**config.mk**
```make
export PLATFORM = sky130hd
export DESIGN_NAME = simd_pair_dp
export DESIGN_NICKNAME = d
export VERILOG_FILES = /design/src/rtl/simd_pair_pkg.sv /design/src/rtl/simd_pair_ctrl.sv /design/src/rtl/simd_pair_lanes.sv /design/src/rtl/simd_pair_dp.sv
export SDC_FILE = /design/constraint.sdc
export NUM_CORES = 2
export LEC_CHECK = 0
export BUFFER_PORTS_ARGS = -buffer_cell sky130_fd_sc_hd__buf_2
export CAP_MARGIN = 0
export CORE_MARGIN = 3
export CORE_UTILIZATION = 55
export CTS_BUF_LIST = sky130_fd_sc_hd__clkbuf_2 sky130_fd_sc_hd__clkbuf_4 sky130_fd_sc_hd__clkbuf_8
export DETAILED_ROUTE_END_ITERATION = 6
export PLACE_DENSITY = 0.72
export SYNTH_ARGS = -nofsm -noshare
export SYNTH_HDL_FRONTEND = slang
export SYNTH_SLANG_ARGS = --single-unit
```
**constraint.sdc**
```tcl
create_clock -name clk -period 11.5 [get_ports clk]
set_input_delay 0.575 -clock clk [delete_from_list [all_inputs] [get_ports clk]]
set_output_delay 0.575 -clock clk [all_outputs]
set_load 0.05 [all_outputs]
```
**src/rtl/simd_pair_pkg.sv**
```systemverilog
package simd_pair_pkg;

  localparam int LANES  = 2;
  localparam int LANE_W = 32;
  localparam int HALF_W = LANE_W / 2;
  localparam int WORD_W = LANES * LANE_W;

  typedef enum logic [1:0] {
    OP_LOAD  = 2'd0,
    OP_STORE = 2'd1,
    OP_ADD   = 2'd2,
    OP_MAC   = 2'd3
  } cmd_op_e;

  typedef enum logic [1:0] {
    ST_IDLE = 2'd0,
    ST_RUN  = 2'd1,
    ST_TAIL = 2'd2
  } ctrl_state_e;

  // strobes from sequencer to lane datapath
  typedef struct packed {
    logic simd;
    logic bcast;
    logic ldWr;
    logic addWr;
    logic macStep;
    logic accClr;
  } lane_strobe_t;

endpackage

```
**src/rtl/simd_pair_ctrl.sv**
```systemverilog
module simd_pair_ctrl
  import simd_pair_pkg::*;
#(
  parameter int NREG   = 8,
  parameter int ADDR_W = 8,
  parameter int CNT_W  = 8,
  localparam int RIDX_W = $clog2(NREG)
) (
  input  logic              clk,
  input  logic              rstN,
  input  logic              simdEn,
  input  logic              cmdValid,
  output logic              cmdReady,
  input  logic [1:0]        cmdOp,
  input  logic              cmdBcast,
  input  logic [RIDX_W-1:0] cmdRd,
  input  logic [RIDX_W-1:0] cmdRa,
  input  logic [RIDX_W-1:0] cmdRb,
  input  logic [ADDR_W-1:0] cmdAddr,
  input  logic [CNT_W-1:0]  cmdCount,
  output logic [ADDR_W-1:0] memAddr,
  output logic              memRe,
  output logic              memWe,
  output logic [1:0]        memWmask,
  output logic              doneFlag,
  output lane_strobe_t      strobe,
  output logic [RIDX_W-1:0] rdIdx,
  output logic [RIDX_W-1:0] raIdx,
  output logic [RIDX_W-1:0] rbIdx
);

  ctrl_state_e       state;
  cmd_op_e           opReg;
  logic              simdReg;
  logic              bcastReg;
  logic [ADDR_W-1:0] baseReg;
  logic [ADDR_W-1:0] iterIdx;
  logic [CNT_W-1:0]  loopCnt;
  logic              ldPend;
  logic              macPend;
  logic              accept;
  cmd_op_e           inOp;

  assign inOp     = cmd_op_e'(cmdOp);
  assign cmdReady = (state == ST_IDLE);
  assign accept   = cmdValid && cmdReady;

  always_ff @(posedge clk) begin
    if (!rstN) begin
      state    <= ST_IDLE;
      opReg    <= OP_LOAD;
      simdReg  <= 1'b0;
      bcastReg <= 1'b0;
      baseReg  <= '0;
      iterIdx  <= '0;
      loopCnt  <= '0;
      rdIdx    <= '0;
      raIdx    <= '0;
      rbIdx    <= '0;
      ldPend   <= 1'b0;
      macPend  <= 1'b0;
    end else begin
      ldPend  <= (state == ST_RUN) && (opReg == OP_LOAD);
      macPend <= (state == ST_RUN) && (opReg == OP_MAC);
      unique case (state)
        ST_IDLE: begin
          if (accept) begin
            opReg    <= inOp;
            simdReg  <= simdEn;
            bcastReg <= cmdBcast;
            baseReg  <= cmdAddr;
            rdIdx    <= cmdRd;
            raIdx    <= cmdRa;
            rbIdx    <= cmdRb;
            iterIdx  <= '0;
            if (inOp == OP_MAC) begin
              loopCnt <= cmdCount;
              state   <= (cmdCount == '0) ? ST_TAIL : ST_RUN;
            end else begin
              loopCnt <= CNT_W'(1);
              state   <= ST_RUN;
            end
          end
        end
        ST_RUN: begin
          iterIdx <= iterIdx + ADDR_W'(1);
          loopCnt <= loopCnt - CNT_W'(1);
          if (loopCnt == CNT_W'(1)) state <= ST_TAIL;
        end
        ST_TAIL: state <= ST_IDLE;
        default: state <= ST_IDLE;
      endcase
    end
  end

  assign memAddr  = baseReg + iterIdx;
  assign memRe    = (state == ST_RUN) && ((opReg == OP_LOAD) || (opReg == OP_MAC));
  assign memWe    = (state == ST_RUN) && (opReg == OP_STORE);
  assign memWmask = {simdReg, 1'b1};
  assign doneFlag = (state == ST_TAIL);

  always_comb begin
    strobe.simd    = simdReg;
    strobe.bcast   = bcastReg;
    strobe.ldWr    = ldPend;
    strobe.macStep = macPend;
    strobe.addWr   = (state == ST_RUN) && (opReg == OP_ADD);
    strobe.accClr  = accept && (inOp == OP_MAC);
  end

endmodule

```
**src/rtl/simd_pair_lanes.sv**
```systemverilog
module simd_pair_lanes
  import simd_pair_pkg::*;
#(
  parameter int NREG  = 8,
  parameter int ACC_W = 40,
  localparam int RIDX_W = $clog2(NREG)
) (
  input  logic              clk,
  input  logic              rstN,
  input  lane_strobe_t      strobe,
  input  logic [RIDX_W-1:0] rdIdx,
  input  logic [RIDX_W-1:0] raIdx,
  input  logic [RIDX_W-1:0] rbIdx,
  input  logic [WORD_W-1:0] memRdata,
  output logic [WORD_W-1:0] memWdata,
  output logic [ACC_W:0]    macSum
);

  logic [LANE_W-1:0]       laneWord [LANES];
  logic signed [ACC_W-1:0] laneAcc  [LANES];

  for (genvar ln = 0; ln < LANES; ln++) begin : g_lane
    logic [LANE_W-1:0]         rf [NREG];
    logic signed [ACC_W-1:0]   acc;
    logic                      laneOn;
    logic [LANE_W-1:0]         half;
    logic [LANE_W-1:0]         ldVal;
    logic signed [LANE_W-1:0]  prod;

    assign laneOn = (ln == 0) || strobe.simd;
    assign half   = memRdata[LANE_W*ln +: LANE_W];
    assign ldVal  = strobe.bcast ? memRdata[LANE_W-1:0] : half;
    assign prod   = $signed(half[HALF_W-1:0]) * $signed(half[LANE_W-1:HALF_W]);

    always_ff @(posedge clk) begin
      if (!rstN) begin
        for (int i = 0; i < NREG; i++) rf[i] <= '0;
        acc <= '0;
      end else begin
        if (laneOn && strobe.ldWr)  rf[rdIdx] <= ldVal;
        if (laneOn && strobe.addWr) rf[rdIdx] <= rf[raIdx] + rf[rbIdx];
        if (strobe.accClr)
          acc <= '0;
        else if (laneOn && strobe.macStep)
          acc <= acc + {{(ACC_W-LANE_W){prod[LANE_W-1]}}, prod};
      end
    end

    assign laneWord[ln] = rf[rdIdx];
    assign laneAcc[ln]  = acc;
  end

  assign memWdata = {laneWord[1], laneWord[0]};
  assign macSum   = {laneAcc[0][ACC_W-1], laneAcc[0]} + {laneAcc[1][ACC_W-1], laneAcc[1]};

endmodule

```
**src/rtl/simd_pair_dp.sv**
```systemverilog
module simd_pair_dp
  import simd_pair_pkg::*;
#(
  parameter int NREG   = 8,
  parameter int ADDR_W = 8,
  parameter int CNT_W  = 8,
  parameter int ACC_W  = 40,
  localparam int RIDX_W = $clog2(NREG)
) (
  input  logic              clk,
  input  logic              rstN,
  input  logic              simdEn,
  input  logic              cmdValid,
  output logic              cmdReady,
  input  logic [1:0]        cmdOp,
  input  logic              cmdBcast,
  input  logic [RIDX_W-1:0] cmdRd,
  input  logic [RIDX_W-1:0] cmdRa,
  input  logic [RIDX_W-1:0] cmdRb,
  input  logic [ADDR_W-1:0] cmdAddr,
  input  logic [CNT_W-1:0]  cmdCount,
  output logic [ADDR_W-1:0] memAddr,
  output logic              memRe,
  output logic              memWe,
  output logic [1:0]        memWmask,
  output logic [63:0]       memWdata,
  input  logic [63:0]       memRdata,
  output logic [ACC_W:0]    macSum,
  output logic              doneFlag
);

  lane_strobe_t      strobe;
  logic [RIDX_W-1:0] rdIdx;
  logic [RIDX_W-1:0] raIdx;
  logic [RIDX_W-1:0] rbIdx;

  simd_pair_ctrl #(
    .NREG(NREG), .ADDR_W(ADDR_W), .CNT_W(CNT_W)
  ) u_ctrl (
    .clk(clk), .rstN(rstN), .simdEn(simdEn),
    .cmdValid(cmdValid), .cmdReady(cmdReady), .cmdOp(cmdOp),
    .cmdBcast(cmdBcast), .cmdRd(cmdRd), .cmdRa(cmdRa), .cmdRb(cmdRb),
    .cmdAddr(cmdAddr), .cmdCount(cmdCount),
    .memAddr(memAddr), .memRe(memRe), .memWe(memWe), .memWmask(memWmask),
    .doneFlag(doneFlag), .strobe(strobe),
    .rdIdx(rdIdx), .raIdx(raIdx), .rbIdx(rbIdx)
  );

  simd_pair_lanes #(
    .NREG(NREG), .ACC_W(ACC_W)
  ) u_lanes (
    .clk(clk), .rstN(rstN), .strobe(strobe),
    .rdIdx(rdIdx), .raIdx(raIdx), .rbIdx(rbIdx),
    .memRdata(memRdata), .memWdata(memWdata), .macSum(macSum)
  );

endmodule

```
### Yosys cells after proc, flatten, opt, wreduce, memory -nomap -nowiden

Memories as Yosys holds them, arrays and structs flattened. A register that Yosys moved wholly into a read port is not among the register bits.
Index checks and enable logic that the tools add are counted.

| operators by class | value |
|---|---|
| bitwise operators | 3 |
| eq/ne operators | 9 |
| shifts and indexed selects | 0 |
| muxes and demuxes | 44 |
| $mul | 2 |
| reductions and logical operators | 21 |
| order comparisons | 0 |
| add/subtract/negate cells | 8 |
| divide/modulo/power cells | 0 |

Operator list:

| operator | count |
|---|---|
| 2-to-1 mux 32 bit | 5 |
| adder 40 bit | 2 |
| adder 32 bit | 2 |
| multiplier 16 x 16 -> 32 bit | 2 |
| OR reduction 32 bit | 2 |
| 2-to-1 mux 3 bit | 14 |
| adder 40 x 40 -> 41 bit | 1 |
| one-hot mux 8 bit (2 select lines) | 2 |
| 2-to-1 mux 8 bit | 3 |
| 2-to-1 mux 1 bit | 15 |
| logical AND 1 bit | 10 |
| adder 8 x 1 -> 8 bit (second input constant) | 1 |
| adder 8 bit | 1 |
| equality test 2 bit (second input constant) | 4 |
| equality test 8 x 1 -> 1 bit (second input constant) | 1 |
| zero test 8 bit | 1 |
| 2-to-1 mux 2 bit | 4 |
| subtractor 8 x 1 -> 8 bit (second input constant) | 1 |
| AND reduction 2 bit | 3 |
| equality test 2 x 1 -> 1 bit (second input constant) | 2 |
| zero test 2 bit | 2 |
| != test 2 bit (second input constant) | 2 |
| one-hot mux 2 bit (2 select lines) | 1 |
| OR 1 bit | 2 |
| 4 further kinds | 4 |

| word-level totals | value |
|---|---|
| output and inout bits | 119 |
| bits in registers | 121 |
| bits in read-only memories | 0 |
| bits in latches | 0 |
| memories | 2 |
| logic and storage cells | 103 |
| RAM bits | 512 |
| bits of input ports | 96 |

Memories:

| name | words | bits a word | read ports | clocked after Yosys merged registers in | write ports | RTL line | source |
|---|---|---|---|---|---|---|---|
| u_lanes.g_lane[0].rf | 8 | 32 | 3 | 3 | 8 | simd_pair_lanes.sv:23 | `logic [LANE_W-1:0] rf [NREG];` |
| u_lanes.g_lane[1].rf | 8 | 32 | 3 | 3 | 8 | simd_pair_lanes.sv:23 |  |

### Longest topological paths before layout

| depth | value |
|---|---|
| depth in word-level cells | 9 |
| mapped depth | 38 |
| gate-level depth less buffers | 36 |

### Cells and area by module

From an unflattened synthesis, not the netlist that was laid out.

| second synthesis, totals | value |
|---|---|
| cell total of the unflattened synthesis | 6035 |
| area, all modules | 61784.3 µm² |

By module, submodules not included:

| module | seq. area each (µm²) | times used | cells an instance | area an instance (µm²) |
|---|---|---|---|---|
| simd_pair_lanes | 16976.3 | 1 | 5766 | 59633.4 |
| simd_pair_ctrl | 820.8 | 1 | 269 | 2150.8 |

### Worst setup path after synthesis

OpenSTA, ideal clock, no wires.

| timing path | value |
|---|---|
| path kind | in2reg |
| start point | input memRdata[56] |
| end point | register u_lanes.g_lane[1].acc[39] |
| required time | 11.384 ns |
| setup slack | 2.554 ns |
| data arrival time | 8.830 ns |
| setup time | 0.116 ns |
| buffers on the path | 2 |
| cell stages on the path | 37 |
| path through | clkbuf_1 clkbuf_1 nand2_1 fa_1 inv_1 fa_1 inv_1 fa_1 inv_1 fa_1 fa_1 inv_1 fa_1 inv_1 ha_1 a21oi_1 o21ai_0 a221oi_1 o21ai_0 o31ai_2 nor2_1 o21a_1 o21a_1 o21ai_0 nor2b_1 xnor2_1 ha_1 and4_1 and4_1 a221o_1 a21o_1 o21a_1 o211a_1 o41ai_1 xnor2_1 a21oi_1 a31o_2 |

| on the way | value |
|---|---|
| cells in the longest elaborated chain, start to end | 2 |

RTL lines:

| item | RTL line | source |
|---|---|---|
| start: declaration | simd_pair_dp.sv:27 | `input logic [63:0] memRdata,` |
| multiplier 16 x 16 -> 32 bit | simd_pair_lanes.sv:33 | `assign prod = $signed(half[HALF_W-1:0]) * $signed(half[LANE_W-1:HALF_W]);` |
| adder 40 bit | simd_pair_lanes.sv:45 | `acc <= acc + {{(ACC_W-LANE_W){prod[LANE_W-1]}}, prod};` |
| end signal: assignment | simd_pair_lanes.sv:45 |  |
| end: declaration | simd_pair_lanes.sv:24 | `logic signed [ACC_W-1:0] acc;` |

No other way between the ends.
A chain may end at the register's enable or synchronous reset.

### Worst setup path in the final report

| timing path | value |
|---|---|
| start point | input memRdata[55] |
| end point | register u_lanes.g_lane[1].acc[39] |

The elaborated chain is that of the path after synthesis.

==> impl_metrics.env <==
export IMPL_status="complete, no violations"
export IMPL_grt_usage=0.303
export IMPL_start_kind="input port"
export IMPL_final_nets=7006
export IMPL_syn_nets=6905
export IMPL_gp_congestion=0.914
export IMPL_cp_required_ns=12.17
export IMPL_cap_violations=0
export IMPL_drv_slew=0
export IMPL_synthArstFlopShare=0
export IMPL_finalWirelength_microns=180000
export IMPL_setup_viol=0
export IMPL_synth_simple_area_share=0.126
export IMPL_synthFlopType="edfxtp_1"
export IMPL_slew_headroom=0.168
export IMPL_area_growth_pct=7.84
export IMPL_critPathKind="input port to flip-flop"
export IMPL_grt_max_degree=99
export IMPL_finalHoldViolCount=0
export IMPL_netlist_instances=5913
export IMPL_synth_area_sq_mm=0.0632
export IMPL_globalRouteOverflowTotal=0
export IMPL_synth_seq_cells=642
export IMPL_synthMuxAreaShare=0.183
export IMPL_critical_path_slowest_cell="fa_1"
export IMPL_initial_utilization=0.558
export IMPL_num_rows=123
export IMPL_fin_crit_sh=0.762
export IMPL_hp_class="input port to flip-flop"
export IMPL_holdPathStages=3
export IMPL_cts_root_buf="clkbuf_8"
export IMPL_timing_critical_path_mode_cell="fa_1"
export IMPL_htree_levels=3
export IMPL_cts_resized=0
export IMPL_synth_top_family_by_area="adder cells"
export IMPL_ant_nets=0
export IMPL_antenna_found_initial=24
export IMPL_critPathMaxFanout=17
export IMPL_tightest_slew_ns=1.24
export IMPL_startpoint="memRdata[55]"
export IMPL_grt_pass1_vias=49000
export IMPL_via_per_inst=6.22
export IMPL_cts_made_buffers=110
export IMPL_r2r_cells=16
export IMPL_skew_ns=0.0511
export IMPL_initialDrtViolationCount=4498
export IMPL_cts_buffer_depth=3
export IMPL_cp_top_family="adder cells"
export IMPL_hpwl_microns=125000
export IMPL_port_buffers=213
export IMPL_met3_length_microns=19000
export IMPL_die_width_microns=345
export IMPL_cp_depth=36
export IMPL_routedWlPerCell_microns=23.7
export IMPL_dr_max_layer_used="met5"
export IMPL_die_h_microns=345
export IMPL_cp_slowest_stage_delay_ns=0.55
export IMPL_met2WireLength_microns=84600
export IMPL_rr_endpoint="u_lanes.g_lane[0].rf[0][31]$_SDFFCE_PN0P_"
export IMPL_clkTransAtPathRegs_ns=0.06
export IMPL_synth_edf_count=512
export IMPL_drive_gt1_frac=0.179
export IMPL_end_kind="flip-flop"
export IMPL_synth_compound_area_share=0.0801
export IMPL_fmax_mhz=114
export IMPL_hp_start="cmdRd[1]"
export IMPL_yosysSeqAreaShare=0.284
export IMPL_rsz0062_at_grt="false"
export IMPL_drc=0
export IMPL_wl_met1_microns=67800
export IMPL_ys_types=78
export IMPL_coreArea_sq_mm=0.113
export IMPL_syn_area_per_cell_sq_um=10.7
export IMPL_reg2reg_slack_ns=4.70
export IMPL_first_pass_iters=6
export IMPL_pin_count=215
export IMPL_yosys_warnings=0
export IMPL_synth_fa_ha_area_frac=0.240
export IMPL_min_period_ns=8.76
export IMPL_crit_arrival_ns=9.42
export IMPL_critical_path_n_buffers_inverters=6
export IMPL_clk_latency_ns=0.79
export IMPL_synth_xor_area_frac=0.0312
export IMPL_fin_tns_setup_ns=0
export IMPL_fp_dieArea_sq_mm=0.119
export IMPL_grt_pass1_wl_microns=282000
export IMPL_cts_sinks=642
export IMPL_vias=47300
export IMPL_cts_tree="done"
## worst max-delay path by stage
stage | end | slack (ns)
global placement | u_lanes.g_lane[1].acc[39]$_SDFFE_PP0P_ | 2.10
CTS | u_lanes.g_lane[1].acc[39]$_SDFFE_PP0P_ | 2.83
floorplan | u_lanes.g_lane[1].acc[39]$_SDFFE_PP0P_ | 2.55
global route | u_lanes.g_lane[1].acc[36]$_SDFFE_PP0P_ | 2.14
finish | u_lanes.g_lane[1].acc[39]$_SDFFE_PP0P_ | 2.74
detailed placement | u_lanes.g_lane[1].acc[39]$_SDFFE_PP0P_ | 1.97
## cells by family (layout without fill, tap and decap cells)
group	Yosys count	in the layout
compound gates	794	794
xor+xnor	225	225
fa+ha+maj	896	896
buf+inv	925	1119
flops	642	642
mux	652	652
other cells	1	12
simple gates	1778	1778
## state kept, by name (all words and copies together), names as in the netlist, named ones only
name / cells
u_ctrl.baseReg: 8
u_lanes.g_lane.acc: 80
u_ctrl.macPend: 1
u_ctrl.raIdx: 3
u_ctrl.rbIdx: 3
u_ctrl.bcastReg: 1
u_ctrl.opReg: 2
u_ctrl.rdIdx: 3
u_ctrl.simdReg: 1
u_ctrl.ldPend: 1
u_ctrl.state: 2
u_ctrl.iterIdx: 8
u_ctrl.loopCnt: 8
u_lanes.g_lane.rf: 512
## placed cells by master (no fill, tap or decap), drive strengths merged, types with 13 or more instances in the layout
master / synthesis / layout
nand4: 29 / 29
nand3: 58 / 58
mux4: 384 / 384
a31oi: 33 / 33
o21a: 46 / 46
o21ai: 132 / 132
mux2: 189 / 189
mux2i: 79 / 79
nand2: 470 / 470
o31ai: 13 / 13
buf: 53 / 274
a211oi: 34 / 34
inv: 625 / 628
nand2b: 43 / 43
xnor2: 160 / 160
and2: 258 / 258
edfxtp: 512 / 512
nor2b: 31 / 31
clkbuf: 247 / 138
dfxtp: 130 / 130
ha: 366 / 366
a21o: 120 / 120
nor2: 758 / 758
o21bai: 23 / 23
a21oi: 286 / 286
xor2: 65 / 65
fa: 530 / 530
and3: 24 / 24
or3: 17 / 17
nor3: 48 / 48
dlygate4sd3: 0 / 15
o211ai: 13 / 13
clkinv: 0 / 50
## per-layer routing
metal / vias to the layer above / global-route usage
met1: 23600 / 0.392
met5: - / 0
met3: 480 / 0.0697
met2: 2421 / 0.487
li1: 20800 / -
met4: 20 / 0.143
## worst reg2reg max path, delay by kind of cell, from the launching register on
family / cells / cell delay, ns
AO/OA/AOI/OAI: 5 / 1.44
buffers and inverters: 2 / 1.40
multiplexers: 3 / 1.26
AND/OR/NAND/NOR: 4 / 0.95
flip-flops: 1 / 0.92
adder cells (fa/ha/maj): 1 / 0.43
XOR/XNOR: 1 / 0.14
## repair_timing
| action | CTS | global route |
|---|---|---|
| buffers inserted | 0 | 0 |
| endpoints found under the setup margin | 0 | 0 |
| hold buffers | 15 | 0 |
| hold endpoints to repair | 18 | 0 |
## synthesized netlist by cell type (31+ instances only)
| library cell | n | share of area |
|---|---|---|
| nand2_1 | 470 | 0.028 |
| xor2_1 | 65 | 0.0090 |
| nor2b_1 | 31 | 0.0031 |
| mux2i_1 | 79 | 0.013 |
| nor3_1 | 48 | 0.0038 |
| nor2_1 | 758 | 0.045 |
| xnor2_1 | 160 | 0.022 |
| mux2_2 | 189 | 0.034 |
| a31oi_1 | 33 | 0.0033 |
| fa_1 | 530 | 0.17 |
| dfxtp_1 | 130 | 0.041 |
| clkbuf_1 | 247 | 0.015 |
| inv_1 | 625 | 0.037 |
| edfxtp_1 | 512 | 0.24 |
| o21ai_0 | 124 | 0.0098 |
| a21o_1 | 118 | 0.014 |
| mux4_2 | 384 | 0.14 |
| a21oi_1 | 284 | 0.022 |
| buf_1 | 51 | 0.0030 |
| nand3_1 | 58 | 0.0046 |
| nand2b_1 | 43 | 0.0043 |
| o21a_1 | 46 | 0.0055 |
| ha_1 | 366 | 0.072 |
| a211oi_1 | 34 | 0.0040 |
| and2_1 | 258 | 0.026 |
## stage by stage
stage	setup slack [ns]	area (sq um)	hold slack [ns]	instances	utilization
finish	2.74	68200	0.0579	7618	0.602
global route	2.14	68200	0.0349	7610	0.602
CTS	2.83	68100	0.00547	7607	0.602
detailed placement	1.97	65600	0.442	7387	0.580
global placement	2.10	65600	0.434	7387	0.580
floorplan	2.55	63200	0.436	5913	-
## layout make-up
class	count	area [sq um]
multi-input combinational	4346	41900
antenna	11	27.5
sequential	642	18000
timing repair buffer	289	1700
fill	9359	45100
clock inverter	67	578
inverter	625	2350
tap	1500	1880
clock buffer	138	1770
Power is left out: the tool's default activity adds up to more than one toggle a clock period on the data nets, which glitch-free logic cannot reach.
